--- src/rtl/gpio_pkg.sv ---
package gpio_pkg;

    localparam int ADDR_W = 5;

    typedef enum logic [1:0] {
        OP_BASE = 2'd0,
        OP_CLR  = 2'd1,
        OP_SET  = 2'd2,
        OP_INV  = 2'd3
    } op_e;

    typedef enum logic [2:0] {
        RG_PORT   = 3'd0,
        RG_LAT    = 3'd1,
        RG_DIR    = 3'd2,
        RG_ODC    = 3'd3,
        RG_PUE    = 3'd4,
        RG_CNEN   = 3'd5,
        RG_CNCTL  = 3'd6,
        RG_CNSTAT = 3'd7
    } reg_e;

endpackage

--- src/rtl/gpio_alias_reg.sv ---
module gpio_alias_reg
    import gpio_pkg::*;
#(
    parameter int              W       = 8,
    parameter logic [W-1:0]    RST_VAL = '0
) (
    input  logic         clk,
    input  logic         rst_n,
    input  logic         wr_en,
    input  op_e          op,
    input  logic [W-1:0] wdata,
    output logic [W-1:0] q
);

    logic [W-1:0] q_nxt;

    always_comb begin
        unique case (op)
            OP_BASE: q_nxt = wdata;
            OP_CLR:  q_nxt = q & ~wdata;
            OP_SET:  q_nxt = q | wdata;
            OP_INV:  q_nxt = q ^ wdata;
        endcase
    end

    always_ff @(posedge clk or negedge rst_n) begin
        if (!rst_n)
            q <= RST_VAL;
        else if (wr_en)
            q <= q_nxt;
    end

    // alias operations touch only the bits written as 1
    assert_set_bits_R3: assert property (@(posedge clk) disable iff (!rst_n)
        (wr_en && op == OP_SET) |=> ((q & $past(wdata)) == $past(wdata)));
    assert_clr_bits_R3: assert property (@(posedge clk) disable iff (!rst_n)
        (wr_en && op == OP_CLR) |=> ((q & $past(wdata)) == '0));
    assert_keep_unwritten_R3: assert property (@(posedge clk) disable iff (!rst_n)
        (wr_en && op != OP_BASE) |=> ((q & ~$past(wdata)) == ($past(q) & ~$past(wdata))));
    // replace write loads the data, idle cycles hold
    assert_base_load_R2: assert property (@(posedge clk) disable iff (!rst_n)
        (wr_en && op == OP_BASE) |=> (q == $past(wdata)));
    assert_hold_idle_R2: assert property (@(posedge clk) disable iff (!rst_n)
        !wr_en |=> $stable(q));

endmodule

--- src/rtl/gpio_sync.sv ---
module gpio_sync #(
    parameter int W = 8
) (
    input  logic         clk,
    input  logic         rst_n,
    input  logic [W-1:0] async_in,
    output logic [W-1:0] sync_out
);

    logic [W-1:0] stage1;
    logic [W-1:0] stage2;

    for (genvar b = 0; b < W; b++) begin : g_bit
        always_ff @(posedge clk or negedge rst_n) begin
            if (!rst_n) begin
                stage1[b] <= 1'b0;
                stage2[b] <= 1'b0;
            end else begin
                stage1[b] <= async_in[b];
                stage2[b] <= stage1[b];
            end
        end
    end

    assign sync_out = stage2;

endmodule

--- src/rtl/gpio_cn.sv ---
module gpio_cn #(
    parameter int W = 8
) (
    input  logic         clk,
    input  logic         rst_n,
    input  logic [W-1:0] level,
    input  logic [W-1:0] pin_en,
    input  logic [W-1:0] clr_mask,
    output logic [W-1:0] status
);

    logic [W-1:0] prev_level;
    logic [W-1:0] edge_hit;

    assign edge_hit = (level ^ prev_level) & pin_en;

    always_ff @(posedge clk or negedge rst_n) begin
        if (!rst_n) begin
            prev_level <= '0;
            status     <= '0;
        end else begin
            prev_level <= level;
            status     <= (status & ~clr_mask) | edge_hit;
        end
    end

    // bits stay set unless a clear is requested
    assert_sticky_R9: assert property (@(posedge clk) disable iff (!rst_n)
        (clr_mask == '0) |=> ((status & $past(status)) == $past(status)));
    // a new change wins over a same-cycle clear
    assert_set_wins_R10: assert property (@(posedge clk) disable iff (!rst_n)
        (edge_hit != '0) |=> ((status & $past(edge_hit)) == $past(edge_hit)));

endmodule

--- src/rtl/gpio_port_ctrl.sv ---
module gpio_port_ctrl
    import gpio_pkg::*;
#(
    parameter int PINS = 8
) (
    input  logic              clk,
    input  logic              rst_n,
    input  logic [ADDR_W-1:0] bus_addr,
    input  logic              bus_wen,
    input  logic [PINS-1:0]   bus_wdata,
    output logic [PINS-1:0]   bus_rdata,
    input  logic [PINS-1:0]   pad_in,
    output logic [PINS-1:0]   pad_out,
    output logic [PINS-1:0]   pad_oe,
    output logic [PINS-1:0]   pad_pu,
    input  logic [PINS-1:0]   per_en,
    input  logic [PINS-1:0]   per_out,
    input  logic [PINS-1:0]   per_oe,
    output logic              irq
);

    localparam int NCTL = 5;

    reg_e sel;
    op_e  op;
    assign sel = reg_e'(bus_addr[ADDR_W-1:2]);
    assign op  = op_e'(bus_addr[1:0]);

    // control registers: latch, direction, open-drain, pull-up, notify enable
    logic [PINS-1:0] ctl_q [NCTL];

    for (genvar k = 0; k < NCTL; k++) begin : g_ctl
        localparam logic [PINS-1:0] RV = (k == 1) ? {PINS{1'b1}} : {PINS{1'b0}};
        gpio_alias_reg #(.W(PINS), .RST_VAL(RV)) u_reg (
            .clk   (clk),
            .rst_n (rst_n),
            .wr_en (bus_wen && (sel == reg_e'(3'(k + 1)))),
            .op    (op),
            .wdata (bus_wdata),
            .q     (ctl_q[k])
        );
    end

    logic [PINS-1:0] lat_q, dir_q, odc_q, pue_q, cnen_q;
    assign lat_q  = ctl_q[0];
    assign dir_q  = ctl_q[1];
    assign odc_q  = ctl_q[2];
    assign pue_q  = ctl_q[3];
    assign cnen_q = ctl_q[4];

    logic cn_on;
    gpio_alias_reg #(.W(1), .RST_VAL(1'b0)) u_cnctl (
        .clk   (clk),
        .rst_n (rst_n),
        .wr_en (bus_wen && (sel == RG_CNCTL)),
        .op    (op),
        .wdata (bus_wdata[0]),
        .q     (cn_on)
    );

    logic [PINS-1:0] pin_level;
    gpio_sync #(.W(PINS)) u_sync (
        .clk      (clk),
        .rst_n    (rst_n),
        .async_in (pad_in),
        .sync_out (pin_level)
    );

    logic [PINS-1:0] stat_clr;
    logic [PINS-1:0] cn_status;
    assign stat_clr = (bus_wen && sel == RG_CNSTAT && (op == OP_BASE || op == OP_CLR))
                      ? bus_wdata : '0;

    gpio_cn #(.W(PINS)) u_cn (
        .clk      (clk),
        .rst_n    (rst_n),
        .level    (pin_level),
        .pin_en   (cnen_q),
        .clr_mask (stat_clr),
        .status   (cn_status)
    );

    assign irq = cn_on && (|cn_status);

    // read path: alias addresses read as zero
    always_comb begin
        bus_rdata = '0;
        if (op == OP_BASE) begin
            unique case (sel)
                RG_PORT:   bus_rdata = pin_level;
                RG_LAT:    bus_rdata = lat_q;
                RG_DIR:    bus_rdata = dir_q;
                RG_ODC:    bus_rdata = odc_q;
                RG_PUE:    bus_rdata = pue_q;
                RG_CNEN:   bus_rdata = cnen_q;
                RG_CNCTL:  bus_rdata = {{(PINS-1){1'b0}}, cn_on};
                RG_CNSTAT: bus_rdata = cn_status;
            endcase
        end
    end

    // output multiplexer then open-drain stage, per pin
    logic [PINS-1:0] drv_data, drv_oe;
    for (genvar p = 0; p < PINS; p++) begin : g_pin
        always_comb begin
            drv_data[p] = per_en[p] ? per_out[p] : lat_q[p];
            drv_oe[p]   = per_en[p] ? per_oe[p]  : ~dir_q[p];
            if (odc_q[p]) begin
                pad_out[p] = 1'b0;
                pad_oe[p]  = drv_oe[p] & ~drv_data[p];
            end else begin
                pad_out[p] = drv_data[p];
                pad_oe[p]  = drv_oe[p];
            end
        end
    end

    assign pad_pu = pue_q;

    // an open-drain pin never drives high
    assert_od_low_only_R7: assert property (@(posedge clk) disable iff (!rst_n)
        ((pad_out & odc_q) == '0));
    // an owned push-pull pin follows the peripheral
    assert_per_follow_R8: assert property (@(posedge clk) disable iff (!rst_n)
        ((per_en & ~odc_q & ((pad_out ^ per_out) | (pad_oe ^ per_oe))) == '0));
    // no interrupt while notification is globally off
    assert_irq_gate_R11: assert property (@(posedge clk) disable iff (!rst_n)
        irq |-> cn_on);
    // writes to the pin-level register leave the latch alone
    assert_port_wr_ignored_R4: assert property (@(posedge clk) disable iff (!rst_n)
        (bus_wen && sel == RG_PORT) |=> $stable(lat_q));

endmodule

--- config.mk ---
export PLATFORM = sky130hd
export DESIGN_NAME = gpio_port_ctrl
export DESIGN_NICKNAME = d
export VERILOG_FILES = /design/src/rtl/gpio_pkg.sv /design/src/rtl/gpio_alias_reg.sv /design/src/rtl/gpio_sync.sv /design/src/rtl/gpio_cn.sv /design/src/rtl/gpio_port_ctrl.sv
export SDC_FILE = /design/constraint.sdc
export NUM_CORES = 1
export LEC_CHECK = 0
export CAP_MARGIN = 20
export CORE_UTILIZATION = 35
export CTS_CLUSTER_DIAMETER = 50
export DETAILED_ROUTE_END_ITERATION = 10
export GPL_ROUTABILITY_DRIVEN = 0
export PLACE_DENSITY_LB_ADDON = 0.05
export SLEW_MARGIN = 25
export SYNTH_ARGS = -nofsm -noshare
export SYNTH_HDL_FRONTEND = slang
export SYNTH_SLANG_ARGS = --single-unit
--- constraint.sdc ---
create_clock -name clk -period 4.7 [get_ports clk]
set_input_delay 1.175 -clock clk [delete_from_list [all_inputs] [get_ports clk]]
set_output_delay 1.175 -clock clk [all_outputs]
set_load 0.005 [all_outputs]
==> results of run 1 <==
[final timing paths]
check | to | depth (start not counted)
setup / recovery | bus_rdata[5] | 6
min in group asynchronous | g_ctl[2].u_reg.q[6]$_DFFE_PN0P_ | 1
setup reg to reg | g_ctl[2].u_reg.q[6]$_DFFE_PN0P_ | 5
hold / removal | u_sync.sync_out[1]$_DFF_PN0_ | 0
max in group asynchronous | g_ctl[4].u_reg.q[3]$_DFFE_PN0P_ | 1
hold reg to reg | u_sync.sync_out[1]$_DFF_PN0_ | 0
[layer usage]
layer  share of wire  up-vias  routed length, um
met5               0        -                  0
met4           0.023        0                345
met3           0.030       18                457
met2            0.51       91               7666
met1            0.44     2185               6695
li1                -     2251                  -
[stage by stage]
step           power, mW  area [sq um]  utilization  hold slack [ns]
3_5_place_dp       1.566          6482       0.4248           0.3372
2_1_floorplan      1.252          5494            -           0.3312
4_1_cts            2.376          6823       0.4472           0.3511
6_report           2.340          6827       0.4474           0.3480
3_3_place_gp       1.533          6482       0.4248           0.3333
5_1_grt            2.505          6827       0.4474           0.3569
[worst reg2reg max path, cell delays in order (launching register included)]
cell and delay [ns]:
dfrtp_1 0.47, inv_1 0.12, ha_1 0.27, mux2_2 0.27, a211oi_1 0.26, a21oi_1 0.07
[Yosys cell counts, types with 2 or more instances]
cell,n
a21oi_1,95
ha_1,82
dfrtp_1,65
a211oi_1,57
inv_1,50
nor2_1,50
mux2_2,41
nand2_1,26
o21ai_0,17
buf_2,16
clkbuf_1,16
a22o_1,10
and2_1,9
dfstp_2,8
xor2_1,8
mux2i_1,7
a221o_1,4
a22oi_1,4
nand2b_1,4
nor2b_1,3
a211o_1,2
a2bb2oi_1,2
a32oi_1,2
nor2_2,2
nor3_2,2
nor4_1,2
o221ai_1,2
or2_1,2
[state kept, by name, summed over array words and instances, names as in the netlist]
| signal | count |
|---|---|
| u_sync.sync_out | 8 |
| u_sync.stage1 | 8 |
| g_ctl.u_reg.q | 40 |
| u_cn.status | 8 |
| u_cn.prev_level | 8 |
| u_cnctl.q | 1 |
[cells in the final DEF, fill, tap and decap left out, drive strengths merged, types with 2 or more instances in the layout]
| cell | n |
|---|---|
| ha | 82 |
| and2 | 9 |
| clkdlybuf4s50 | 77 |
| nor4 | 2 |
| a22oi | 4 |
| mux2 | 41 |
| nand2 | 26 |
| a32oi | 2 |
| a211oi | 57 |
| nand2b | 4 |
| clkinv | 2 |
| o221ai | 2 |
| a2bb2oi | 2 |
| a221o | 4 |
| dfrtp | 65 |
| bufinv | 2 |
| clkbuf | 12 |
| a22o | 10 |
| buf | 12 |
| o21ai | 17 |
| mux2i | 7 |
| nor3 | 2 |
| a21oi | 95 |
| xor2 | 8 |
| a211o | 2 |
| dfstp | 8 |
| inv | 51 |
| nor2b | 3 |
| nor2 | 52 |
| or2 | 2 |
[cells by family after synthesis]
family / after synthesis / synth area share
AOI/OAI and AO/OA: 198 / 0.2257
DFF: 73 / 0.3343
adders and majority gates: 82 / 0.1867
buffers and inverters: 84 / 0.06103
muxes: 48 / 0.09679
and+or+nand+nor: 102 / 0.08267
xor gates and xnor gates: 8 / 0.01275
[area by class of cell]
cell class | count | area share
multi-input combinational | 438 | 0.4866
timing repair buffer | 89 | 0.1277
clock inverter | 4 | 0.01081
sequential | 73 | 0.2691
clock buffer | 12 | 0.03904
inverter | 51 | 0.02804
tap | 211 | 0.03867
[power groups by stage]
stage / clock network, mW / registers, mW / logic, mW
after detailed placement: 0 / 0.885 / 0.681
after CTS: 0.815 / 0.874 / 0.687
after global placement: 0 / 0.883 / 0.650
after floorplan: 0 / 0.826 / 0.426
after global routing: 0.840 / 0.887 / 0.777
final: 0.792 / 0.872 / 0.677
==> impl_metrics.toml, run 1 <==
[status]
result_of_the_run = "finished, final reports clean"

[detailed_routing]
initialDrtViolationCount = 267
drtPass1Iterations = 4
avgViaCountPerCell = 5.177
routed_wl_mm = 15.16
detail_route.wl_per_cell_um = 17.27
routed_via_count = 4545
post-route-drc-count = 0
final_antenna_net_count = 0

[critical_path]
slowest_delay_ns = 0.60
setup.worst_path.start = "bus_addr[3]"
reg2reg_setup_slack_ns = 3.11
r2r-start = "g_ctl[2].u_reg.q[6]$_DFFE_PN0P_"
crit_path_cell_trace = "clkdlybuf4s50_1 -> nor2b_1 -> a221o_1 -> nand2_1 -> a21oi_1 -> clkdlybuf4s50_1"
cp-end-kind = "output pin"
timing.critical_path.slowest_stage_cell = "clkdlybuf4s50_1"
crit_buf_inv = 2
crit_required_ns = 3.52
critical_path_class = "in -> out"
critical_path_peak_fanout = 8
worst_setup_path_start_kind = "input port"
path_common_cell = "clkdlybuf4s50_1"
cp_data_arrival_time_ns = 3.32
critPathTopFamily = "buffers and inverters"

[final_layout]
numnets_final = 792
area_growth_syn_to_layout_pct = 24.25
final_cells = 878
antenna-diode-count = 0
seqCellArea_sq_mm = 0.001837
drive_gt1_frac = 0.1229
fillers = 1464
multiInputGateArea_sq_mm = 0.003322

[min_path]
min_path_type = "reg -> reg"
holdCritStartpoint = "u_sync.stage1[1]$_DFF_PN0_"

[die]
fp-row-count = 45
fp.dieW_um = 127.3
design.core.area_sq_mm = 0.01526
die_area_sq_mm = 0.01620
die_h_um = 127.3
pin_count = 81
starting_density_of_the_core = 0.3601

[logic_synthesis]
postSynth.asyncResetShare = 1.000
syn_area_cell_sq_um = 9.234
yosys.cell_types.count = 35
synth_seq_area_share = 0.3343
synth_enable_flop_cells = 0
netlist_instances = 595
synthesis.area_sq_mm = 0.005494
synth_flop_cell = "dfrtp_1"
post-synth-top-area-cell = "dfrtp_1"
ranking_of_synthesized_cells_by_area = "dfrtp_1 (30%), ha_1 (19%), a21oi_1 (8.7%)"
synth_top_area_frac = 0.2961
synth_fp_nets = 725
synth.ff_latch_count = 73
number_of_synthesis_warnings = 0

[global_route]
grt_antenna_before_repair = 0
top_usage_layer = "met2"
gr-usage-met2 = 0.3539
vias_in_the_first_global_route = 4546
grt_use_met1 = 0.2383
grt-ovfl-total = 0
gr-usage-met3 = 0.03224
wire_length_of_the_first_global_routing_pass_mm = 24.28
maximum_number_of_pins_on_one_net_before_global_route_repair = 84
track_usage = 0.1980

[power]
sw_frac_of_total = 0.3173
vdd.ir_drop.worst_uv = 188.7
power.share.combinational = 0.289
switchingPower_mw = 0.7426
cellPowerDensity_mw_per_mm2 = 342.8
p_seq_frac = 0.372
power.internal_mw = 1.598
clock_power_share = 0.338
total_leakage_power_nw = 3.036

[clocking]
master_cell_of_the_clock_root_buffer = "clkbuf_16"
ctsHoldBuffers = 0
cts.path.max_buffers = 2
cts_setup_buffers = 0
cts_sink_cnt = 73
htree_levels = 3
post_cts_resize_count = 0
num_cts_buffers = 9
cts_tree = "built"
cts_clk_pin_slew_worst_paths_ns = 0.06
worstSkewPairLatency_ns = 0.34

[timing]
post-route-min-period_ns = 4.499
finalWorstSetupSlack_ns = 0.2014
max_slew.worst_pin.slew_ns = 0.9401
final_max_slew_viols = 0
grt_setup_unrepaired = "no"
layout_worst_path_cycle_share = 0.9572
fin_skew_ns = 0.002037
setup_viol_count_final = 0
fmax_mhz = 222.3
slew_headroom = 0.3733
setup-tns-final_ns = 0
final-hold-violation-count = 0

[placed_design]
place.detailed.instances = 862
dp_slack_ns = 0.2497
hpwlAfterDp_mm = 10.80
placement.io_buffers = 80

[run]
timing.max_cap.violations = 0
(Power assumes the default switching activity.)
==> run 2, diff against run 1 <==
--- a/config.mk
+++ b/config.mk
@@ -7,6 +7,7 @@
 export LEC_CHECK = 0
 export CAP_MARGIN = 20
 export CORE_UTILIZATION = 35
+export CTS_BUF_LIST = sky130_fd_sc_hd__clkbuf_2
 export CTS_CLUSTER_DIAMETER = 50
 export DETAILED_ROUTE_END_ITERATION = 10
 export GPL_ROUTABILITY_DRIVEN = 0
==> impl_metrics.toml, run 2 (synthesis gave the netlist of run 1 again) <==
[timing]
slew_headroom = 0.3668
final_max_slew_viols = 0
setup_viol_count_final = 0
post-route-min-period_ns = 4.504
grt_setup_unrepaired = "no"
hold_slack_ns = 0.3778
setup-tns-final_ns = 0
fmax_mhz = 222.0
fin_skew_ns = 0.006869
final-hold-violation-count = 0
layout_worst_path_cycle_share = 0.9583
max_slew.worst_pin.slew_ns = 0.9498
finalWorstSetupSlack_ns = 0.1958

[detailed_routing]
routed_wl_mm = 15.20
routed_via_count = 4573
detail_route.wl_per_cell_um = 17.29
drtPass1Iterations = 4
avgViaCountPerCell = 5.203
post-route-drc-count = 0
final_antenna_net_count = 0
initialDrtViolationCount = 295

[clocking]
post_cts_resize_count = 0
cts_tree = "built"
cts_setup_buffers = 0
cts.path.max_buffers = 2
num_cts_buffers = 9
master_cell_of_the_clock_root_buffer = "clkbuf_2"
cts_sink_cnt = 73
worstSkewPairLatency_ns = 0.55
cts_clk_pin_slew_worst_paths_ns = 0.21
htree_levels = 3
ctsHoldBuffers = 0

[critical_path]
timing.critical_path.slowest_stage_cell = "clkdlybuf4s50_1"
crit_path_cell_trace = "clkdlybuf4s50_1 -> nor2b_1 -> a221o_1 -> nand2_1 -> a21oi_1 -> clkdlybuf4s50_1"
cp_data_arrival_time_ns = 3.33
critical_path_peak_fanout = 8
worst_setup_path_start_kind = "input port"
critical_path_class = "in -> out"
critPathTopFamily = "buffers and inverters"
cp-end-kind = "output pin"
crit_buf_inv = 2
crit_required_ns = 3.52
path_common_cell = "clkdlybuf4s50_1"
slowest_delay_ns = 0.60

[final_layout]
max_flop_register = "g_ctl.u_reg.q"
drive_gt1_frac = 0.1184
final_common_cell = "a21oi_1"
area_growth_syn_to_layout_pct = 20.47
fillers = 1487
multiInputGateArea_sq_mm = 0.003322
seqCellArea_sq_mm = 0.001837
largest_register_ff_count = 40
numnets_final = 792
mostFrequentLayoutCells = "a21oi_1 (95), ha_1 (82), clkdlybuf4s50_1 (77)"
final_design_area_no_fill_sq_mm = 0.006619

[power]
cellPowerDensity_mw_per_mm2 = 297.1
vdd.ir_drop.worst_uv = 122.3
total_leakage_power_nw = 2.945

[die]
die_area_sq_mm = 0.01620
fp-row-count = 45
pin_count = 81
die_h_um = 127.3
design.core.area_sq_mm = 0.01526
starting_density_of_the_core = 0.3601
fp.dieW_um = 127.3

[placed_design]
dp_slack_ns = 0.2497
post_dp_cell_area_sq_mm = 0.006482
placement.io_buffers = 80
hpwlAfterDp_mm = 10.80

[global_route]
top_usage_layer = "met2"
grt_use_met1 = 0.2385
maximum_number_of_pins_on_one_net_before_global_route_repair = 84
gr-usage-met3 = 0.03853
gr-usage-met2 = 0.3517
grt_antenna_before_repair = 1
vias_in_the_first_global_route = 4541
track_usage = 0.1977
grt-ovfl-total = 0
wire_length_of_the_first_global_routing_pass_mm = 24.28

[run]
timing.max_cap.violations = 0

[status]
result_of_the_run = "finished, final reports clean"

[min_path]
min_path_type = "reg -> reg"
run 2: power breakdown:
group	total, mW	switching, mW	internal [mW]
clock network	0.418	0.248	0.171
logic	0.679	0.327	0.352
registers	0.869	0.134	0.736
total	1.97	0.708	1.26
run 2: path summary, 6_finish.rpt:
path	from	slack, ns	endpoint	cells past startpoint
min in group asynchronous	rst_n	0.59	g_ctl[2].u_reg.q[6]$_DFFE_PN0P_	1
setup / recovery	bus_addr[3]	0.20	bus_rdata[5]	6
setup reg to reg	g_ctl[2].u_reg.q[6]$_DFFE_PN0P_	3.09	g_ctl[2].u_reg.q[6]$_DFFE_PN0P_	5
hold reg to reg	u_sync.stage1[0]$_DFF_PN0_	0.38	u_sync.sync_out[0]$_DFF_PN0_	0
hold / removal	u_sync.stage1[0]$_DFF_PN0_	0.38	u_sync.sync_out[0]$_DFF_PN0_	0
max in group asynchronous	rst_n	3.58	u_cn.prev_level[7]$_DFF_PN0_	1
run 2: area by class of cell:
class,instances,area share
diodes,1,0.0003781
inverters,51,0.02892
clock inverters,7,0.01285
well taps,211,0.03989
flip-flops and latches,73,0.2775
clock buffers,9,0.006805
repair buffers,89,0.1318
multi-input cells,438,0.5019
run 2: metal layers:
metal  share of wire  routed length (um)
met5               0                   0
met4           0.023                 344
met3           0.028                 423
met2            0.50                7629
met1            0.45                6803
run 2: stage by stage:
| step | utilization | cells | power (mW) |
|---|---|---|---|
| final | 0.4338 | 879 | 1.967 |
| after global routing | 0.4338 | 879 | 2.129 |
| after CTS | 0.4334 | 878 | 1.999 |
| after detailed placement | 0.4248 | 862 | 1.566 |
| after global placement | 0.4248 | 862 | 1.533 |
| after floorplan | - | 595 | 1.252 |
